`src/rtl/tmr_pkg.sv`:
```
package tmr_pkg;

   typedef enum logic [1:0] {
      MD_13BIT  = 2'b00,
      MD_16BIT  = 2'b01,
      MD_RELOAD = 2'b10,
      MD_SPLIT  = 2'b11
   } tmr_mode_e;

   localparam logic [2:0] RA_CTL  = 3'd0;
   localparam logic [2:0] RA_MODE = 3'd1;
   localparam logic [2:0] RA_TL0  = 3'd2;
   localparam logic [2:0] RA_TH0  = 3'd3;
   localparam logic [2:0] RA_TL1  = 3'd4;
   localparam logic [2:0] RA_TH1  = 3'd5;

endpackage

```
`src/rtl/tmr_pinsync.sv`:
```
module tmr_pinsync #(
   parameter int   WIDTH   = 4,
   parameter int   STAGES  = 2,
   parameter logic IDLE    = 1'b1
) (
   input  logic             clk,
   input  logic             rst_n,
   input  logic [WIDTH-1:0] pin,
   output logic [WIDTH-1:0] lvl,
   output logic [WIDTH-1:0] fall
);

   if (STAGES < 2) begin : g_bad_stages
      $error("tmr_pinsync: STAGES must be at least 2");
   end

   for (genvar b = 0; b < WIDTH; b++) begin : g_bit
      // chain[STAGES-1] is the synchronized level, chain[STAGES] its previous value
      logic [STAGES:0] chain;
      always_ff @(posedge clk or negedge rst_n) begin
         if (!rst_n) chain <= {(STAGES+1){IDLE}};
         else        chain <= {chain[STAGES-1:0], pin[b]};
      end
      assign lvl[b]  = chain[STAGES-1];
      assign fall[b] = chain[STAGES] & ~chain[STAGES-1];
   end

endmodule

```
`src/rtl/tmr_counter.sv`:
```
module tmr_counter
   import tmr_pkg::*;
#(
   parameter int PS_BITS = 5
) (
   input  logic       clk,
   input  logic       rst_n,
   input  tmr_mode_e  mode,
   input  logic       adv_lo,
   input  logic       adv_hi,
   input  logic       wr_lo,
   input  logic       wr_hi,
   input  logic [7:0] wdata,
   output logic [7:0] tl_q,
   output logic [7:0] th_q,
   output logic       ovf_main,
   output logic       ovf_split
);

   if (PS_BITS < 1 || PS_BITS > 7) begin : g_bad_ps
      $error("tmr_counter: PS_BITS must lie in 1..7");
   end

   localparam logic [PS_BITS-1:0] PS_MAX = {PS_BITS{1'b1}};

   logic [7:0] tl_d, th_d;

   always_comb begin
      tl_d      = tl_q;
      th_d      = th_q;
      ovf_main  = 1'b0;
      ovf_split = 1'b0;
      unique case (mode)
         MD_13BIT: if (adv_lo) begin
            if (tl_q[PS_BITS-1:0] == PS_MAX) begin
               tl_d[PS_BITS-1:0] = '0;
               th_d              = th_q + 8'd1;
               ovf_main          = (th_q == 8'hFF);
            end else begin
               tl_d[PS_BITS-1:0] = tl_q[PS_BITS-1:0] + 1'b1;
            end
         end
         MD_16BIT: if (adv_lo) begin
            {th_d, tl_d} = {th_q, tl_q} + 16'd1;
            ovf_main     = &{th_q, tl_q};
         end
         MD_RELOAD: if (adv_lo) begin
            if (&tl_q) begin
               tl_d     = th_q;
               ovf_main = 1'b1;
            end else begin
               tl_d = tl_q + 8'd1;
            end
         end
         MD_SPLIT: begin
            if (adv_lo) begin
               tl_d     = tl_q + 8'd1;
               ovf_main = &tl_q;
            end
            if (adv_hi) begin
               th_d      = th_q + 8'd1;
               ovf_split = &th_q;
            end
         end
         default: ;
      endcase
      // software store beats the increment
      if (wr_lo) tl_d = wdata;
      if (wr_hi) th_d = wdata;
   end

   always_ff @(posedge clk or negedge rst_n) begin
      if (!rst_n) begin
         tl_q <= '0;
         th_q <= '0;
      end else begin
         tl_q <= tl_d;
         th_q <= th_d;
      end
   end

endmodule

```
`src/rtl/dual_tmr_unit.sv`:
```
module dual_tmr_unit
   import tmr_pkg::*;
#(
   parameter int   SYNC_STAGES = 2,
   parameter int   PS_BITS     = 5,
   parameter logic PIN_IDLE    = 1'b1
) (
   input  logic       clk,
   input  logic       rst_n,
   input  logic       tick,
   input  logic [2:0] reg_addr,
   input  logic       reg_wr,
   input  logic [7:0] reg_wdata,
   output logic [7:0] reg_rdata,
   input  logic [1:0] cnt_pin,
   input  logic [1:0] gate_pin,
   input  logic [1:0] irq_ack,
   output logic [1:0] ovf_irq
);

   localparam int NT = 2;

   logic [7:0]         ctl_q, ctl_d, mode_q;
   logic [NT-1:0][7:0] tl_v, th_v;
   logic [NT-1:0]      ovf_main, ovf_split, set_flag;
   logic [NT-1:0]      gate_lvl, gate_fall, cnt_fall;
   logic [NT-1:0]      cnt_lvl_unused;
   logic               t0_split;

   tmr_pinsync #(.WIDTH(2*NT), .STAGES(SYNC_STAGES), .IDLE(PIN_IDLE)) u_sync (
      .clk  (clk),
      .rst_n(rst_n),
      .pin  ({gate_pin, cnt_pin}),
      .lvl  ({gate_lvl, cnt_lvl_unused}),
      .fall ({gate_fall, cnt_fall})
   );

   assign t0_split = (mode_q[1:0] == MD_SPLIT);

   for (genvar i = 0; i < NT; i++) begin : g_tmr
      logic       cfg_gate, cfg_src, run, evt, adv_lo, adv_hi;
      tmr_mode_e  md;

      assign cfg_gate = mode_q[4*i+3];
      assign cfg_src  = mode_q[4*i+2];
      assign md       = tmr_mode_e'(mode_q[4*i +: 2]);
      assign run      = ctl_q[4+2*i] & (~cfg_gate | gate_lvl[i]);
      assign evt      = cfg_src ? cnt_fall[i] : tick;

      if (i == 0) begin : g_t0
         assign adv_lo = run & evt;
         assign adv_hi = ctl_q[6] & tick;
      end else begin : g_tn
         assign adv_lo = run & evt & (md != MD_SPLIT);
         assign adv_hi = 1'b0;
      end

      tmr_counter #(.PS_BITS(PS_BITS)) u_cnt (
         .clk      (clk),
         .rst_n    (rst_n),
         .mode     (md),
         .adv_lo   (adv_lo),
         .adv_hi   (adv_hi),
         .wr_lo    (reg_wr && reg_addr == 3'(2 + 2*i)),
         .wr_hi    (reg_wr && reg_addr == 3'(3 + 2*i)),
         .wdata    (reg_wdata),
         .tl_q     (tl_v[i]),
         .th_q     (th_v[i]),
         .ovf_main (ovf_main[i]),
         .ovf_split(ovf_split[i])
      );
   end

   assign set_flag[0] = ovf_main[0];
   assign set_flag[1] = t0_split ? ovf_split[0] : (ovf_main[1] | ovf_split[1]);

   always_comb begin
      ctl_d = ctl_q;
      if (reg_wr && reg_addr == RA_CTL) ctl_d = reg_wdata;
      for (int k = 0; k < NT; k++) begin
         if (irq_ack[k])  ctl_d[5+2*k] = 1'b0;
         if (set_flag[k]) ctl_d[5+2*k] = 1'b1;
         if (ctl_d[2*k]) begin
            if (gate_fall[k]) ctl_d[1+2*k] = 1'b1;
         end else begin
            ctl_d[1+2*k] = ~gate_lvl[k];
         end
      end
   end

   always_ff @(posedge clk or negedge rst_n) begin
      if (!rst_n) begin
         ctl_q  <= '0;
         mode_q <= '0;
      end else begin
         ctl_q <= ctl_d;
         if (reg_wr && reg_addr == RA_MODE) mode_q <= reg_wdata;
      end
   end

   always_comb begin
      unique case (reg_addr)
         RA_CTL:  reg_rdata = ctl_q;
         RA_MODE: reg_rdata = mode_q;
         RA_TL0:  reg_rdata = tl_v[0];
         RA_TH0:  reg_rdata = th_v[0];
         RA_TL1:  reg_rdata = tl_v[1];
         RA_TH1:  reg_rdata = th_v[1];
         default: reg_rdata = 8'h00;
      endcase
   end

   assign ovf_irq = {ctl_q[7], ctl_q[5]};

endmodule

```
`config.mk`:
```
export PLATFORM = sky130hd
export DESIGN_NAME = dual_tmr_unit
export DESIGN_NICKNAME = d
export VERILOG_FILES = /design/src/rtl/tmr_pkg.sv /design/src/rtl/tmr_pinsync.sv /design/src/rtl/tmr_counter.sv /design/src/rtl/dual_tmr_unit.sv
export SDC_FILE = /design/constraint.sdc
export NUM_CORES = 1
export LEC_CHECK = 0
export ABC_AREA = 1
export BUFFER_PORTS_ARGS = -buffer_cell sky130_fd_sc_hd__buf_2
export CAP_MARGIN = 10
export CORE_ASPECT_RATIO = 1.1
export CORE_MARGIN = 2
export CORE_UTILIZATION = 48
export DETAILED_ROUTE_END_ITERATION = 10
export PLACE_DENSITY_LB_ADDON = 0.08
export SYNTH_ARGS = -nofsm -noshare
export SYNTH_HDL_FRONTEND = slang
export SYNTH_SLANG_ARGS = --single-unit
export TNS_END_PERCENT = 100
```
`constraint.sdc`:
```
create_clock -name clk -period 3 [get_ports clk]
set_input_delay 0.6 -clock clk [delete_from_list [all_inputs] [get_ports clk]]
set_output_delay 0.6 -clock clk [all_outputs]
set_load 0.02 [all_outputs]
```
* Yosys cells after proc, flatten, opt, wreduce, memory -nomap -nowiden
Cells that the tools add are included.
** Operators by class
- Add/subtract/negate cells :: 8
- Multiply operators :: 0
- Div/mod/pow operators :: 0
- $lt $le $gt $ge :: 0
- Eq/ne operators :: 33
- Shift operators :: 0
- Muxes and demuxes :: 57
- Bitwise logic cells :: 18
- Reduce and logical (&&, ||, !) cells :: 26
** Operator list (number)
- 8-bit 2-to-1 mux :: 20
- 8-bit case mux with 6 select lines :: 1
- 5-bit case mux with 4 select lines :: 2
- 3-bit by 2-bit != test with 1-bit output (second input constant) :: 11
- 16-bit by 1-bit adder with 16-bit output (second input constant) :: 2
- 8-bit by 1-bit adder with 8-bit output (second input constant) :: 4
- 16-bit AND reduction :: 2
- 1-bit 2-to-1 mux :: 24
- 8-bit case mux with 3 select lines :: 1
- 8-bit AND reduction :: 3
- 5-bit 2-to-1 mux :: 4
- 4-bit AND reduction :: 5
- 3-bit by 1-bit != test with 1-bit output (second input constant) :: 6
- 3-bit case mux with 3 select lines :: 2
- 8-bit equality test (second input constant) :: 2
- 8-bit case mux with 2 select lines :: 1
- 4-bit nonzero test :: 3
- 5-bit by 1-bit adder with 5-bit output (second input constant) :: 2
- 1-bit AND :: 10
- 5-bit equality test (second input constant) :: 2
- 3-bit nonzero test :: 3
- 2-bit equality test (second input constant) :: 4
- 1-bit case mux with 4 select lines :: 2
- 3-bit by 2-bit equality test with 1-bit output (second input constant) :: 2
- 10 further kinds :: 24
** Storage, ports and cells
- Register bits :: 60
- Bits in latches :: 0
- RAM bits :: 0
- Memory bits (read-only) :: 0
- Input bits :: 21
- Output and inout bits :: 10
- Memories kept :: 0

* Longest topological paths before layout
Gate-level depths: netlist (run 1).
- Depth after elaboration :: 9
- Gate-level depth with buffers :: 13

* By module
From an unflattened synthesis (run 1), not the netlist that was laid out.
** Second synthesis, totals
- Cell total of the unflattened synthesis :: 709
- Area, all modules :: 4858.4 µm²
** Modules (own cells, without submodules)
- tmr_counter :: instances 2, cells each 239, area an instance 1546.5 µm²
- dual_tmr_unit :: instances 1, cells each 207, area an instance 1380.1 µm²
- tmr_pinsync :: instances 1, cells each 24, area an instance 385.4 µm²

* Worst setup path after synthesis (run 1)
No wires, ideal clock.
- Kind :: input-to-output
- From :: input port reg_addr[0]
- To :: output port reg_rdata[6]
- Data arrival time :: 1.419 ns
- Data required time :: 2.400 ns
- Setup slack :: 0.981 ns
- Cell stages on the path :: 3
- Buffers on the path :: 0
- Cells stage by stage :: nor3_4 > inv_1 > o2111ai_1
** On the way
- Cells in the longest elaborated chain, start to end :: 2
- Elaborated cells on any way between the ends :: 7
** RTL lines
- start, declared :: RTL line dual_tmr_unit.sv:11 : input logic [2:0] reg_addr,
- 3-bit equality test, or another cell as far along :: RTL line dual_tmr_unit.sv:102 : unique case (reg_addr)
- 8-bit case mux with 6 select lines (*) :: RTL line dual_tmr_unit.sv:102
- end, declared :: RTL line dual_tmr_unit.sv:14 : output logic [7:0] reg_rdata,
Mark *: on every way between the ends. The rest lies on a longest branch, timed or not.

* Worst setup path in the final report (run 1)
- From :: input port reg_addr[2]
- To :: output port reg_rdata[4]
Same word-level chain as after synthesis.

==> results.txt, run 1 <==
- Final Max Tran Viols: 0
- Count of TritonRoute iterations in the first routing pass: 5
- Startpoint types: primary input
* Gates resized, CTS repair: 0
- Average footprint of a synthesized cell: around 6.7 µm²
- The tree is rooted in a sky130_fd_sc_hd__clkbuf_8.
* Final Wtd Congestion: a little under 1
- Once the floorplan was initialized, standard cells occupied roughly half of the core.
* Area of the mapped netlist: between 4000 and 5000 µm²
- For this design the top-level I/O count stands at 31.
- Worst Setup End Kind: output port
- Data arrives at the worst endpoint at between 1.5 and 2 ns.
* Total count of hold-check failures in the final report: 0
- TritonCTS clock tree: yes
- CTS built an H-tree with a depth of 3.
- Total setup buffers inserted after CTS: 0
- Final instance area: 4910 µm²
* Number of clock sinks: 60
- YS warnings: 0
- Final critical delay including setup and external delays: between 2 and 2.5 ns
* PortBufs: 30
* Total die area: roughly 10000 µm²
- Worst-Margin Slew: 0.499 ns
* Clk_skew: between 0.009 and 0.01 ns
- The count of nets left with antenna violations once routing finished came out at 0.
- In the routed design, unresolved DRC markers number 0.
- Share of post-route cells with drive strength above 1: ~14%
* Number of setup violations in the final report: 0
- The floorplan step set the die width to around 96 µm.
- Proportion of synthesized chip area in sequential cells: around a third
* Congestion Overflow GR: 0
* Number of storage elements in the synthesis netlist: 60
- From synthesis to final layout, the design area changed by 11.0%.
- The HPWL after detailed placement is approximately 11000 µm.
- Share of flip-flops with an asynchronous set or reset after synthesis: 100%
- For this block, the initial DRC count from the detailed router was around 290.
* Most used flip-flop cell after synthesis: sky130_fd_sc_hd__dfrtp_1
- Post-Route WL: between 10000 and 15000 µm
* Final antenna diode count: 0
* Status: complete, no violations
- Library cells used by synthesis: 38
- Entering global routing, the biggest net connects 38 pins.
- Number of antenna violations at the first check in global routing: 0
- Counting along the longest clock path gives a buffer depth of 2.
- Post-Place Cell Area: 4670 µm²
- Cell row count: 36
* Floorplan Core Area: approximately 8900 µm²
* Maximum clock frequency: ~0.43 GHz
- Clock-pin slew on the worst setup and hold paths: ~0.07 ns
- Setup TNS after final layout: 0 ns
- Data on the critical path is required at its endpoint by 2.40 ns.
- Post-Place Cells: 800
- Post-DR vias/cell: approximately 5.5
- Global-route total usage across every layer: between 20 and 30%
* Total power per unit cell area: ~760 nW/µm²
- Of all nets on the critical path, the largest fanout is 7.
- After the flow finishes, the layout carries non-filler instances totaling between 800 and 900.
- Net count after synthesis: roughly 700
- The first global-routing pass estimated about 22000 µm of wire.
- Unrepaired setup endpoints after global routing: false
- Tcrit/Tclk final: 77.0%
- Headroom to the max-slew limit came out at roughly two thirds.
- Max-cap check violation count: 0
- Synthesis produced approximately 660 cells.
- By count the netlist is led by sky130_fd_sc_hd__nand2_1 (227), sky130_fd_sc_hd__inv_1 (82), sky130_fd_sc_hd__nand3_1 (82).
- Nets@finish: 733
- Cell with the most instances after synthesis: sky130_fd_sc_hd__nand2_1
* Source-to-sink clock delay at the later pin of the worst-skew pair: approximately 0.36 ns
- The completed layout was analyzed and its total power is between 3000 and 4000 µW.
- Height of the die: between 100 and 150 µm
- Count of hold buffers inserted by post-cts repair: 0
- Worst setup path class: in -> out
- Portion of synthesized cell area occupied by the leading cell type: a little over a quarter
* Leakage power figure: 0.00251 µW
- The via count of the first global-routing pass was around 4400.
- In this run, synthesis inferred 0 flip-flops with an integrated enable.
* Main area contributors after synthesis: sky130_fd_sc_hd__dfrtp_1 (27%), sky130_fd_sc_hd__nand2_1 (19%), sky130_fd_sc_hd__nand3_1 (9.3%)
* Total vias in the final route: 4500
- TritonCTS created 9 clock buffers.
- Worst vdd rail ir drop: about 0.00039 V
* Class of the worst hold path: in -> async
- Dividing the detail-routed wire length by the instance count gives around 17 µm.
- The biggest area contributor in the post-synthesis netlist is sky130_fd_sc_hd__dfrtp_1.
## path summary, 6_finish.rpt
check | slack [ns] | from | cells past startpoint | endpoint
min | 0.23 | rst_n | 2 | g_tmr[1].u_cnt.tl_q[4]$_DFFE_PN0P_
max in group asynchronous | 2.34 | rst_n | 2 | u_sync.g_bit[1].chain[0]$_DFF_PN1_
min in group clk | 0.34 | gate_pin[1] | 1 | u_sync.g_bit[3].chain[0]$_DFF_PN1_
max reg2reg | 0.76 | g_tmr[0].u_cnt.tl_q[0]$_DFFE_PN0P_ | 10 | g_tmr[0].u_cnt.th_q[6]$_DFFE_PN0P_
max | 0.69 | reg_addr[2] | 7 | reg_rdata[4]
min reg2reg | 0.36 | u_sync.g_bit[0].chain[0]$_DFF_PN1_ | 0 | u_sync.g_bit[0].chain[1]$_DFF_PN1_
## cells in the final DEF, fill, tap and decap left out, drive strengths merged
cell,Yosys,routed
nand4,10,10
a31oi,2,2
a21oi,20,20
or2,2,2
dfstp,12,12
o21a,2,2
clkbuf,3,15
o22ai,4,4
clkinv,1,2
ha,15,15
a22oi,10,10
mux2,1,1
buf,6,32
o211ai,4,4
o2111ai,4,4
a211oi,1,1
o21bai,1,1
o21ai,38,38
nand3,83,83
nor3,3,3
xor2,7,7
inv,92,92
xnor2,2,2
nand2,238,238
nor2,53,53
dfrtp,48,48
a221oi,1,1
## power breakdown
part / total (µW) / switching (µW) / internal [µW]
combinational: 1410 / 903 / 506
sequential: 1470 / 423 / 1050
clock: 844 / 348 / 496
## final cells by class
cell class	instances	area, µm²
fillers	918	4010
multi-input cells	501	2500
flip-flops and latches	60	1520
inverters	93	350
clock buffers	15	230
repair buffers	32	165
well taps	114	143
clock inverters	1	5.00
## sequential cells by signal (all words and copies together), names as in the netlist
| signal | flops |
|---|---|
| u_sync.g_bit.chain | 12 |
| ctl_q | 8 |
| mode_q | 8 |
| g_tmr.u_cnt.th_q | 16 |
| g_tmr.u_cnt.tl_q | 16 |
## metal layers
| metal | wire (µm) | global-route usage, % |
|---|---|---|
| met1 | 5650 | 37.6 |
| met2 | 6690 | 48.2 |
| met3 | 750 | 4.33 |
| met4 | 656 | 13.2 |
| met5 | 0 | 0 |
## critical path, cell delays in order
cell	delay, ns
sky130_fd_sc_hd__buf_2	0.19
sky130_fd_sc_hd__inv_2	0.05
sky130_fd_sc_hd__nand3_1	0.12
sky130_fd_sc_hd__inv_1	0.15
sky130_fd_sc_hd__a22oi_1	0.22
sky130_fd_sc_hd__o2111ai_1	0.18
sky130_fd_sc_hd__buf_2	0.20
## cells by family after synthesis
logic type | after synthesis | synth area share (%)
simple gates | 389 | 38.8
buf+inv | 102 | 9.20
compound gates | 87 | 11.5
flops | 60 | 34.3
fa+ha+maj | 15 | 4.24
xor+xnor | 9 | 1.78
mux | 1 | 0.255
## through the flow
step | util, % | hold slack [ns] | setup slack (ns)
global placement | 52.4 | 0.346 | 0.721
detailed placement | 52.4 | 0.347 | 0.715
global route | 55.0 | 0.262 | 0.422
CTS | 55.0 | 0.236 | 0.710
finish | 55.0 | 0.233 | 0.689
floorplan | - | 0.304 | 0.981
No activity file was read; power rests on OpenSTA's default activity.
==> run 2, diff against run 1 <==
Clock period 3 ns to 2.3 ns, I/O delays scaled along.
==> results.txt, run 2 (same netlist as run 1, synthesis figures left out) <==
- Status: complete, no violations
* Final critical delay including setup and external delays: roughly 2.1 ns
- The detailed-route via count is 4499 (-0.022%).
* Post-DP HPWL: 10600 µm (+0.43%)
- Top cell family by delay on the critical path: simple AND/OR/NAND/NOR gates
- Gates resized, CTS repair: 0 (unchanged)
- Final Wtd Congestion: 0.937 (-3.8%)
* Congestion Overflow GR: 0 (unchanged)
- Worst-Margin Slew: 0.481 ns (-0.0183 ns)
- The post-route antenna net violation count was 0 (unchanged).
- Slack of the worst reg-to-reg path: 0.19 ns (-0.57 ns)
* Worst Setup End Kind: register
- Required time of the critical path: 2.60 ns (+0.20 ns)
- The first-pass GRT wire length is 22400 µm (+0.56%).
- Unrepaired setup endpoints after global routing: false
* I/O pins: 31 (unchanged)
- The die footprint was 10000 µm² (unchanged).
- The worst path uses 91.8% of the clock period.
- Timing would allow up to 0.474 GHz.
- TritonCTS clock tree: yes
- The largest driver fanout on the critical path came to 8 (+1).
- The final hold slack came to 0.00253 ns (-0.230 ns).
* Max-Slew Margin vs Limit: 67.9% (+1.3 points)
- The via count of the first global-routing pass is 4231 (-3.5%).
- The slowest stage of the critical path belongs to the cell sky130_fd_sc_hd__dfrtp_1.
- Share of post-route cells with drive strength above 1: 14.6% (+0.49 points)
- The worst register-to-register path begins at g_tmr[1].u_cnt.tl_q[1]$_DFFE_PN0P_.
* Worst stage delay on the critical path: 0.41 ns (+0.19 ns)
* Clk_skew: 0.0115 ns (+0.00237 ns)
- Iteration-0 DRC Markers: 347 (+22%)
- CTS H-Tree Depth: 3 (unchanged)
* Total setup buffers inserted after CTS: 0 (unchanged)
- The total number of clock tree sinks was 60 (unchanged).
* Count of hold buffers inserted by post-cts repair: 0 (unchanged)
- The number of CTS-inserted buffers is 9 (unchanged).
- Deepest clock path buffer count: 2 (unchanged)
- End of the worst register-to-register path: g_tmr[1].u_cnt.th_q[6]$_DFFE_PN0P_
* Total count of hold-check failures in the final report: 0 (unchanged)
- Initial Util: 49.6% (unchanged)
- Area Growth Syn to Fin: 12.1%
- Count of cells along the worst register-to-register path: 9 (-1)
- Clock-pin slew on the worst setup and hold paths: 0.08 ns (about the same)
- The detailed-routing iteration count for the pre-antenna-repair pass was 5 (unchanged).
* Data arrival time of the critical path: 2.41 ns (+0.70 ns)
* Setup TNS after final layout: 0 ns (unchanged)
- Final antenna diode count: 0 (unchanged)
- Count of filler cells inserted in the layout: 884 (-3.7%)
- Pin count of the biggest net entering global routing: 48 (+26%)
- Leaving out fill and tap cells, the most frequent cell in the layout is sky130_fd_sc_hd__nand2_1.
- Cells along the critical path: ha_1 > nand2_1 > nor2_4 > ha_1 > or2_2 > nand4_1 > nor2_2 > nand3_1 > nand2_1
- The number of antenna violations at the first check in global routing was 0 (unchanged).
- The overall die width was 95.5 µm (unchanged).
- The leakage dissipation came to 0.00252 µW (+0.50%).
- The worst setup path is of the reg -> reg kind.
* Wirelength per Cell: 17.0 µm (+0.67%)
- Source-to-sink clock delay at the later pin of the worst-skew pair: 0.36 ns (about the same)
- The global-route usage over all layers came to 29.6% (+0.37 points).
* Root Buffer Master: sky130_fd_sc_hd__clkbuf_8
- Post-DR vias/cell: 5.49 (-0.51%)
- Largest regs: g_tmr.u_cnt.th_q: 16 flops, g_tmr.u_cnt.tl_q: 16 flops, u_sync.g_bit.chain: 12 flops
- Number of buffer and inverter instances along the worst setup path: 0 (-4)
- In this run the worst hold path is classified as in -> async.
* Design Power: 4990 µW (+34%)
- The number of buffers added on ports came to 30 (unchanged).
* Max-cap check violation count: 0 (unchanged)
- DRC viols: 0 (unchanged)
- Nets@finish: 737 (+0.55%)
- The number of rows in the core area is 36 (unchanged).
* Number of setup violations in the final report: 0 (unchanged)
- STA classifies the critical path startpoint as a register.
- The max-slew violation count is 0 (unchanged).
- Total power per unit cell area: 1010 nW/µm² (+33%)
- The area of the placeable core is 8920 µm² (unchanged).
- Highest-count cells in the layout ignoring fill and taps: sky130_fd_sc_hd__nand2_1 (227), sky130_fd_sc_hd__inv_1 (82), sky130_fd_sc_hd__nand3_1 (82), sky130_fd_sc_hd__dfrtp_1 (48), sky130_fd_sc_hd__nor2_1 (40)
- Height of the die: 105 µm (unchanged)
* Post-Route WL: 13900 µm (+1.2%)
* Worst vdd rail ir drop: 0.000442 V (+14%)
-- run 2: metal layers --
metal	share of wire, %	vias to the layer above	wire (µm)	track usage [%]
met5	0	-	0	0
met4	3.6	0	506	10.8
met3	5.7	33	796	5.41
met2	49	158	6850	49.1
met1	41	2091	5750	38.3
li1	-	2217	-	-
-- run 2: area by class of cell --
| cell class | count | area [µm²] | share of cell area, % |
|---|---|---|---|
| inverter | 93 | 350 | 7.07 |
| multi-input combinational | 501 | 2500 | 50.4 |
| clock buffer | 10 | 128 | 2.58 |
| sequential | 60 | 1520 | 30.6 |
| timing repair buffer | 36 | 208 | 4.19 |
| clock inverter | 6 | 113 | 2.27 |
| tap | 114 | 143 | 2.88 |
-- run 2: metrics by stage --
step | utilization, % | cell area, µm² | setup WS (ns) | std cells
2_1_floorplan | - | 4420 | 0.482 | 663
3_3_place_gp | 52.9 | 4720 | 0.264 | 804
3_5_place_dp | 52.9 | 4720 | 0.222 | 804
4_1_cts | 55.6 | 4960 | 0.206 | 820
5_1_grt | 55.6 | 4960 | 0.0353 | 820
6_report | 55.6 | 4960 | 0.189 | 820
-- run 2: worst max path at each step --
stage / start / endpoint / slack (ns) / depth (start not counted)
2_1_floorplan: g_tmr[1].u_cnt.tl_q[0]$_DFFE_PN0P_ / g_tmr[1].u_cnt.th_q[5]$_DFFE_PN0P_ / 0.48 / 10
3_3_place_gp: reg_addr[2] / reg_rdata[6] / 0.26 / 5
3_5_place_dp: g_tmr[1].u_cnt.tl_q[1]$_DFFE_PN0P_ / g_tmr[1].u_cnt.th_q[0]$_DFFE_PN0P_ / 0.22 / 9
4_1_cts: g_tmr[1].u_cnt.tl_q[1]$_DFFE_PN0P_ / g_tmr[1].u_cnt.th_q[6]$_DFFE_PN0P_ / 0.21 / 9
5_1_grt: g_tmr[1].u_cnt.tl_q[1]$_DFFE_PN0P_ / g_tmr[1].u_cnt.th_q[6]$_DFFE_PN0P_ / 0.04 / 9
6_report: g_tmr[1].u_cnt.tl_q[1]$_DFFE_PN0P_ / g_tmr[1].u_cnt.th_q[6]$_DFFE_PN0P_ / 0.19 / 9
-- run 2: power breakdown --
group	total [µW]	internal, µW	switching [µW]
combinational	1950	698	1250
clock	1180	719	459
sequential	1860	1370	493
